**src/rtl/ptc_pkg.sv**
```systemverilog
package ptc_pkg;

  localparam logic [2:0] OP_EQ  = 3'd0;
  localparam logic [2:0] OP_NE  = 3'd1;
  localparam logic [2:0] OP_LT  = 3'd2;
  localparam logic [2:0] OP_LE  = 3'd3;
  localparam logic [2:0] OP_GT  = 3'd4;
  localparam logic [2:0] OP_GE  = 3'd5;

  localparam logic [2:0] BC_ZERO = 3'b000;
  localparam logic [2:0] BC_ONE  = 3'b001;
  localparam logic [2:0] BC_DC   = 3'b010;
  localparam logic [2:0] BC_RISE = 3'b011;
  localparam logic [2:0] BC_FALL = 3'b100;
  localparam logic [2:0] BC_ANY  = 3'b101;
  localparam logic [2:0] BC_HOLD = 3'b110;

  localparam logic [1:0] SEL_CTRL  = 2'd0;
  localparam logic [1:0] SEL_VALUE = 2'd1;
  localparam logic [1:0] SEL_CODES = 2'd2;

  // Match of one probe lane against its code.
  function automatic logic lane_match(input logic [2:0] code, input logic cur,
                                      input logic prv, input logic hv);
    logic m;
    case (code)
      BC_ZERO: m = ~cur;
      BC_ONE:  m = cur;
      BC_DC:   m = 1'b1;
      BC_RISE: m = hv & cur & ~prv;
      BC_FALL: m = hv & ~cur & prv;
      BC_ANY:  m = hv & (cur ^ prv);
      BC_HOLD: m = hv & ~(cur ^ prv);
      default: m = 1'b0;
    endcase
    return m;
  endfunction

  function automatic logic is_edge_code(input logic [2:0] code);
    return (code == BC_RISE) || (code == BC_FALL) ||
           (code == BC_ANY) || (code == BC_HOLD);
  endfunction

  // Operator applied to precomputed equal / less-than flags.
  function automatic logic apply_op(input logic [2:0] op, input logic eq,
                                    input logic lt);
    logic r;
    case (op)
      OP_EQ:   r = eq;
      OP_NE:   r = ~eq;
      OP_LT:   r = lt;
      OP_LE:   r = lt | eq;
      OP_GT:   r = ~lt & ~eq;
      OP_GE:   r = ~lt;
      default: r = 1'b0;
    endcase
    return r;
  endfunction

endpackage

```
**src/rtl/ptc_cfg_regs.sv**
```systemverilog
module ptc_cfg_regs #(
  parameter int WIDTH = 16
) (
  input  logic                 clk,
  input  logic                 cfg_wr,
  input  logic [1:0]           cfg_addr,
  input  logic [3*WIDTH-1:0]   cfg_wdata,
  output logic                 pat_mode,
  output logic [2:0]           op_sel,
  output logic                 sgn_mode,
  output logic [WIDTH-1:0]     cmp_value,
  output logic [3*WIDTH-1:0]   bit_codes
);
  import ptc_pkg::*;

  // Configuration is deliberately left out of reset.
  always_ff @(posedge clk) begin
    if (cfg_wr) begin
      case (cfg_addr)
        SEL_CTRL: begin
          pat_mode <= cfg_wdata[0];
          op_sel   <= cfg_wdata[3:1];
          sgn_mode <= cfg_wdata[4];
        end
        SEL_VALUE: cmp_value <= cfg_wdata[WIDTH-1:0];
        SEL_CODES: bit_codes <= cfg_wdata;
        default: ;
      endcase
    end
  end

endmodule

```
**src/rtl/ptc_history.sv**
```systemverilog
module ptc_history #(
  parameter int WIDTH = 16
) (
  input  logic             clk,
  input  logic             rst,
  input  logic [WIDTH-1:0] probe,
  output logic [WIDTH-1:0] prev_probe,
  output logic             hist_valid
);

  always_ff @(posedge clk) begin
    if (rst) begin
      prev_probe <= '0;
      hist_valid <= 1'b0;
    end else begin
      prev_probe <= probe;
      hist_valid <= 1'b1;
    end
  end

endmodule

```
**src/rtl/ptc_pattern_match.sv**
```systemverilog
module ptc_pattern_match #(
  parameter int WIDTH = 16
) (
  input  logic [WIDTH-1:0]   probe,
  input  logic [WIDTH-1:0]   prev_probe,
  input  logic               hist_valid,
  input  logic [3*WIDTH-1:0] bit_codes,
  output logic               pat_match,
  output logic [WIDTH-1:0]   dc_mask,
  output logic               edge_code_any,
  output logic               rsvd_code_any,
  output logic               all_dc
);
  import ptc_pkg::*;

  logic [WIDTH-1:0] lane_ok;
  logic [WIDTH-1:0] lane_edge;
  logic [WIDTH-1:0] lane_rsvd;

  for (genvar i = 0; i < WIDTH; i++) begin : g_lane
    logic [2:0] code;
    assign code         = bit_codes[3*i +: 3];
    assign lane_ok[i]   = lane_match(code, probe[i], prev_probe[i], hist_valid);
    assign dc_mask[i]   = (code == BC_DC);
    assign lane_edge[i] = is_edge_code(code);
    assign lane_rsvd[i] = (code == 3'b111);
  end

  assign pat_match     = &lane_ok;
  assign edge_code_any = |lane_edge;
  assign rsvd_code_any = |lane_rsvd;
  assign all_dc        = &dc_mask;

endmodule

```
**src/rtl/ptc_word_cmp.sv**
```systemverilog
module ptc_word_cmp #(
  parameter int WIDTH = 16
) (
  input  logic [WIDTH-1:0] probe,
  input  logic [WIDTH-1:0] cmp_value,
  input  logic [WIDTH-1:0] dc_mask,
  input  logic [2:0]       op_sel,
  input  logic             sgn_mode,
  output logic             word_match
);
  import ptc_pkg::*;

  localparam logic [WIDTH-1:0] SIGN_BIT = {1'b1, {(WIDTH-1){1'b0}}};

  logic [WIDTH-1:0] a_m, b_m, flip, a_k, b_k;
  logic             eq, lt;

  // Signed order equals unsigned order once the sign bit is inverted.
  assign a_m  = probe & ~dc_mask;
  assign b_m  = cmp_value & ~dc_mask;
  assign flip = sgn_mode ? SIGN_BIT : '0;
  assign a_k  = a_m ^ flip;
  assign b_k  = b_m ^ flip;
  assign eq   = (a_m == b_m);
  assign lt   = (a_k < b_k);

  assign word_match = apply_op(op_sel, eq, lt);

endmodule

```
**src/rtl/ptc_trig_cmp.sv**
```systemverilog
module ptc_trig_cmp #(
  parameter int WIDTH = 16
) (
  input  logic                 clk,
  input  logic                 rst,
  input  logic                 cfg_wr,
  input  logic [1:0]           cfg_addr,
  input  logic [3*WIDTH-1:0]   cfg_wdata,
  input  logic [WIDTH-1:0]     probe,
  output logic                 hit
);

  logic                 pat_mode;
  logic [2:0]           op_sel;
  logic                 sgn_mode;
  logic [WIDTH-1:0]     cmp_value;
  logic [3*WIDTH-1:0]   bit_codes;
  logic [WIDTH-1:0]     prev_probe;
  logic                 hist_valid;
  logic                 pat_match;
  logic [WIDTH-1:0]     dc_mask;
  logic                 edge_code_any;
  logic                 rsvd_code_any;
  logic                 all_dc;
  logic                 word_match;
  logic                 hit_next;

  ptc_cfg_regs #(.WIDTH(WIDTH)) cfg_i (
    .clk       (clk),
    .cfg_wr    (cfg_wr),
    .cfg_addr  (cfg_addr),
    .cfg_wdata (cfg_wdata),
    .pat_mode  (pat_mode),
    .op_sel    (op_sel),
    .sgn_mode  (sgn_mode),
    .cmp_value (cmp_value),
    .bit_codes (bit_codes)
  );

  ptc_history #(.WIDTH(WIDTH)) hist_i (
    .clk        (clk),
    .rst        (rst),
    .probe      (probe),
    .prev_probe (prev_probe),
    .hist_valid (hist_valid)
  );

  ptc_pattern_match #(.WIDTH(WIDTH)) pat_i (
    .probe         (probe),
    .prev_probe    (prev_probe),
    .hist_valid    (hist_valid),
    .bit_codes     (bit_codes),
    .pat_match     (pat_match),
    .dc_mask       (dc_mask),
    .edge_code_any (edge_code_any),
    .rsvd_code_any (rsvd_code_any),
    .all_dc        (all_dc)
  );

  ptc_word_cmp #(.WIDTH(WIDTH)) word_i (
    .probe      (probe),
    .cmp_value  (cmp_value),
    .dc_mask    (dc_mask),
    .op_sel     (op_sel),
    .sgn_mode   (sgn_mode),
    .word_match (word_match)
  );

  assign hit_next = pat_mode ? pat_match : word_match;

  always_ff @(posedge clk) begin
    if (rst) hit <= 1'b0;
    else     hit <= hit_next;
  end

endmodule

```
**config.mk**
```make
export PLATFORM = sky130hd
export DESIGN_NAME = ptc_trig_cmp
export DESIGN_NICKNAME = d
export VERILOG_FILES = /design/src/rtl/ptc_pkg.sv /design/src/rtl/ptc_cfg_regs.sv /design/src/rtl/ptc_history.sv /design/src/rtl/ptc_pattern_match.sv /design/src/rtl/ptc_word_cmp.sv /design/src/rtl/ptc_trig_cmp.sv
export SDC_FILE = /design/constraint.sdc
export NUM_CORES = 1
export LEC_CHECK = 0
export BUFFER_PORTS_ARGS = -buffer_cell sky130_fd_sc_hd__buf_2
export CAP_MARGIN = 20
export CELL_PAD_IN_SITES_DETAIL_PLACEMENT = 1
export CELL_PAD_IN_SITES_GLOBAL_PLACEMENT = 1
export CORE_UTILIZATION = 48
export CTS_CLUSTER_DIAMETER = 200
export DETAILED_ROUTE_END_ITERATION = 10
export GPL_TIMING_DRIVEN = 0
export PLACE_DENSITY = 0.85
export SLEW_MARGIN = 40
export SYNTH_ARGS = -nofsm -noshare
export SYNTH_HDL_FRONTEND = slang
export SYNTH_SLANG_ARGS = --single-unit
```
**constraint.sdc**
```tcl
create_clock -name clk -period 5.05 [get_ports clk]
set_input_delay 0 -clock clk [delete_from_list [all_inputs] [get_ports clk]]
set_output_delay 0 -clock clk [all_outputs]
set_load 0.03 [all_outputs]
```
==> impl_metrics.toml <==
[critical_path]
cp_slowest_stage_delay_ps = 470
cpLargestDelayFamily = "compound AO/OA/AOI/OAI gates"
reg2regPathDepth = 10
path_class = "flip-flop to flip-flop"
rrSetupSlack_ps = 2030
arrival_ps = 3260
path_cells = "nand2b_1, o21a_1, ha_1, nand4_1, or3_1, a211oi_2, inv_1, o221a_1, a2bb2oi_1, o31ai_1"
end_kind = "flip-flop"
startpoint_type = "flip-flop"
crit_slowest_cell = "edfxtp_1"
r2r_end = "hit"
cp.depth = 10
crit_buf_inv = 1
worstPathRequired_ps = 5300
r2r-start = "cfg_i.bit_codes[39]"
crit_fanout = 4

[synth]
yosysTopAreaCellShare = 0.4628
synth_nets = 488
postSynthCellCount = 403
avgSynthCellArea_um2 = 11.11
yosysWarnings = 0
synth_edf_count = 69
syn_area_um2 = 4477
ys.flop_type = "edfxtp_1"
yosysUniqueCellTypes = 42
yosysMostFrequentCell = "edfxtp_1"
synthTopCellsByArea = "edfxtp_1 46%, dfxtp_1 8.0%, ha_1 4.5%"
synthTopCellsByCount = "69 x edfxtp_1, 31 x o21ai_0, 30 x nand2b_1, 24 x a21oi_1, 23 x nand2_1"
yosysSeqAreaShare = 0.5433
async_flop_share = 0
synth_seq_cells = 87
synth_area_leader_cell = "edfxtp_1"

[clock_tree]
clkSlewWorstSetupHoldPaths_ps = 90
clkLatencyLatePin_ps = 380
max-clock-path-buffers = 2
post-cts-setup-buffers = 0
ctsResizeCount = 0
cts_sinks = 87
htreeDepth = 3
cts_made_buffers = 9
cts_root_buf = "clkbuf_8"
cts_tree = "built"

[die]
die_area_um2 = 9717
die_y_um = 98.58
rows = 34
start_util = 0.5035
coreArea_um2 = 8891
ios = 70
die_x_um = 98.58

[outcome]
status = "finished clean"

[timing]
worst_pin_slew_ps = 703.2
fin_crit_ps = 3016
finalHoldViolCount = 0
finalSetupViolCount = 0
slew_headroom = 0.5312
fmax_mhz = 331.5
finClkSkew_ps = 10.53
tns_ps = 0
slew_violations = 0
period_share = 0.5973
rsz0062_at_grt = "no"

[cells_and_area]
fin_cells = 662
fin_nets = 634
drive_gt1_frac = 0.1606
num_antenna_cells = 0
area_delta_synth_final_pct = 29.91

[global_route]
grt_max_degree = 32
grt-ovfl-total = 0
grt_pass1_vias = 4134
antenna_found_initial = 0
grt_first_pass_wirelength_um = 20980
grtUsageTotal = 0.2851

[placement]
placed_cells = 580
port_buffers = 68
place.gp.congestion = 0.8123
dp_hpwl_um = 8303

[power_and_ir_drop]
p_total_mw = 1.540
p_per_area_nw_per_um2 = 264.8
leakage_nw = 2.131
ir_drop_mv = 0.1869

[hold_path]
holdPathStages = 2
hold_end = "hist_i.hist_valid"
hp-class = "input port to flip-flop"
hp-start = "rst"

[drt]
routed_wl_um = 13230
post_drt_wl_per_cell_um = 19.98
vias = 3860
avgViaCountPerCell = 5.831
antenna_left = 0
drt_iter0_markers = 170
drtPass1Iterations = 4
drc = 0

[flow_run]
maxCapViolations = 0
[sequential cells by signal (all words and copies together), names as in the netlist]
signal             cells
cfg_i.bit_codes       48
cfg_i.cmp_value       16
hist_i.prev_probe     16
cfg_i.op_sel           3
cfg_i.pat_mode         1
cfg_i.sgn_mode         1
hist_i.hist_valid      1
hit                    1
[routing by layer]
metal	global-route usage	share of wire	up-vias
met5	0	0	-
met4	0.09989	0.028	0
met3	0.07305	0.058	31
met2	0.4984	0.50	127
met1	0.3417	0.42	1876
li1	-	-	1826
[per-stage QoR]
stage	worst slack [ps]	area [um^2]	util	hold WS (ps)
detailed placement	2175	4977	0.5598	178.7
global route	1889	5816	0.6541	128.6
CTS	2131	5791	0.6513	18.21
floorplan	2581	4477	-	98.87
global placement	2242	4952	0.5570	176.0
finish	2034	5816	0.6541	121.1
[final cells by class]
cell class                 instances  area (um^2)
inverter                          17        63.81
buffer                             3        12.51
timing repair buffer             135         1021
tap                              108        135.1
clock buffer                      11        131.4
clock inverter                     5        41.29
fill                             944         3075
multi-input combinational        296         1978
sequential                        87         2432
[timing repair]
action,4_1_cts,5_1_grt
endpoints found under the setup margin,0,0
hold buffers,64,2
hold endpoints to repair,85,5
[cells in the final DEF, fill, tap and decap left out, types with 2 or more instances in the layout]
cell type and instances:
buf_2 69, edfxtp_1 69, dlygate4sd3_1 66, o21ai_0 31, nand2b_1 30, a21oi_1 24
nand2_1 23, nor2b_1 19, nand3_1 19, dfxtp_1 18, xnor2_1 17, nand3b_1 17
inv_1 16, ha_1 16, o21a_1 15, nor2_1 12, o211ai_1 11, a311oi_1 11
nand4_1 10, clkbuf_8 9, nor3b_1 6, o22ai_1 4, clkbuf_1 4, a21o_1 3
xor2_1 3, a311o_1 2, a211oi_1 2, or3_1 2, nor3_1 2, a31oi_1 2
clkinvlp_4 2, inv_6 2
[how the worst max path moves through the flow]
| stage | from | endpoint | slack, ps |
|---|---|---|---|
| floorplan | cfg_i.bit_codes[39] | hit | 2580 |
| global placement | cfg_i.bit_codes[42] | hit | 2240 |
| detailed placement | cfg_i.bit_codes[42] | hit | 2170 |
| CTS | cfg_i.bit_codes[42] | hit | 2130 |
| global route | cfg_i.bit_codes[39] | hit | 1890 |
| finish | cfg_i.bit_codes[39] | hit | 2030 |
[cell families (layout without fill, tap and decap cells)]
logic type,count (synthesis),in the layout,synth area share
AND/OR/NAND/NOR,146,146,0.1881
flip-flops,87,87,0.5433
adder cells (fa/ha/maj),16,16,0.04472
XOR/XNOR,20,20,0.03913
buffers and inverters,20,171,0.01705
AO/OA/AOI/OAI,114,114,0.1677
[where the power goes]
| part | total, mW | internal, mW | switching [mW] |
|---|---|---|---|
| Sequential | 0.851 | 0.811 | 0.0397 |
| Combinational | 0.235 | 0.122 | 0.113 |
| Clock | 0.454 | 0.184 | 0.271 |
| Total | 1.54 | 1.12 | 0.423 |
Power figures use the tool's default switching activity.
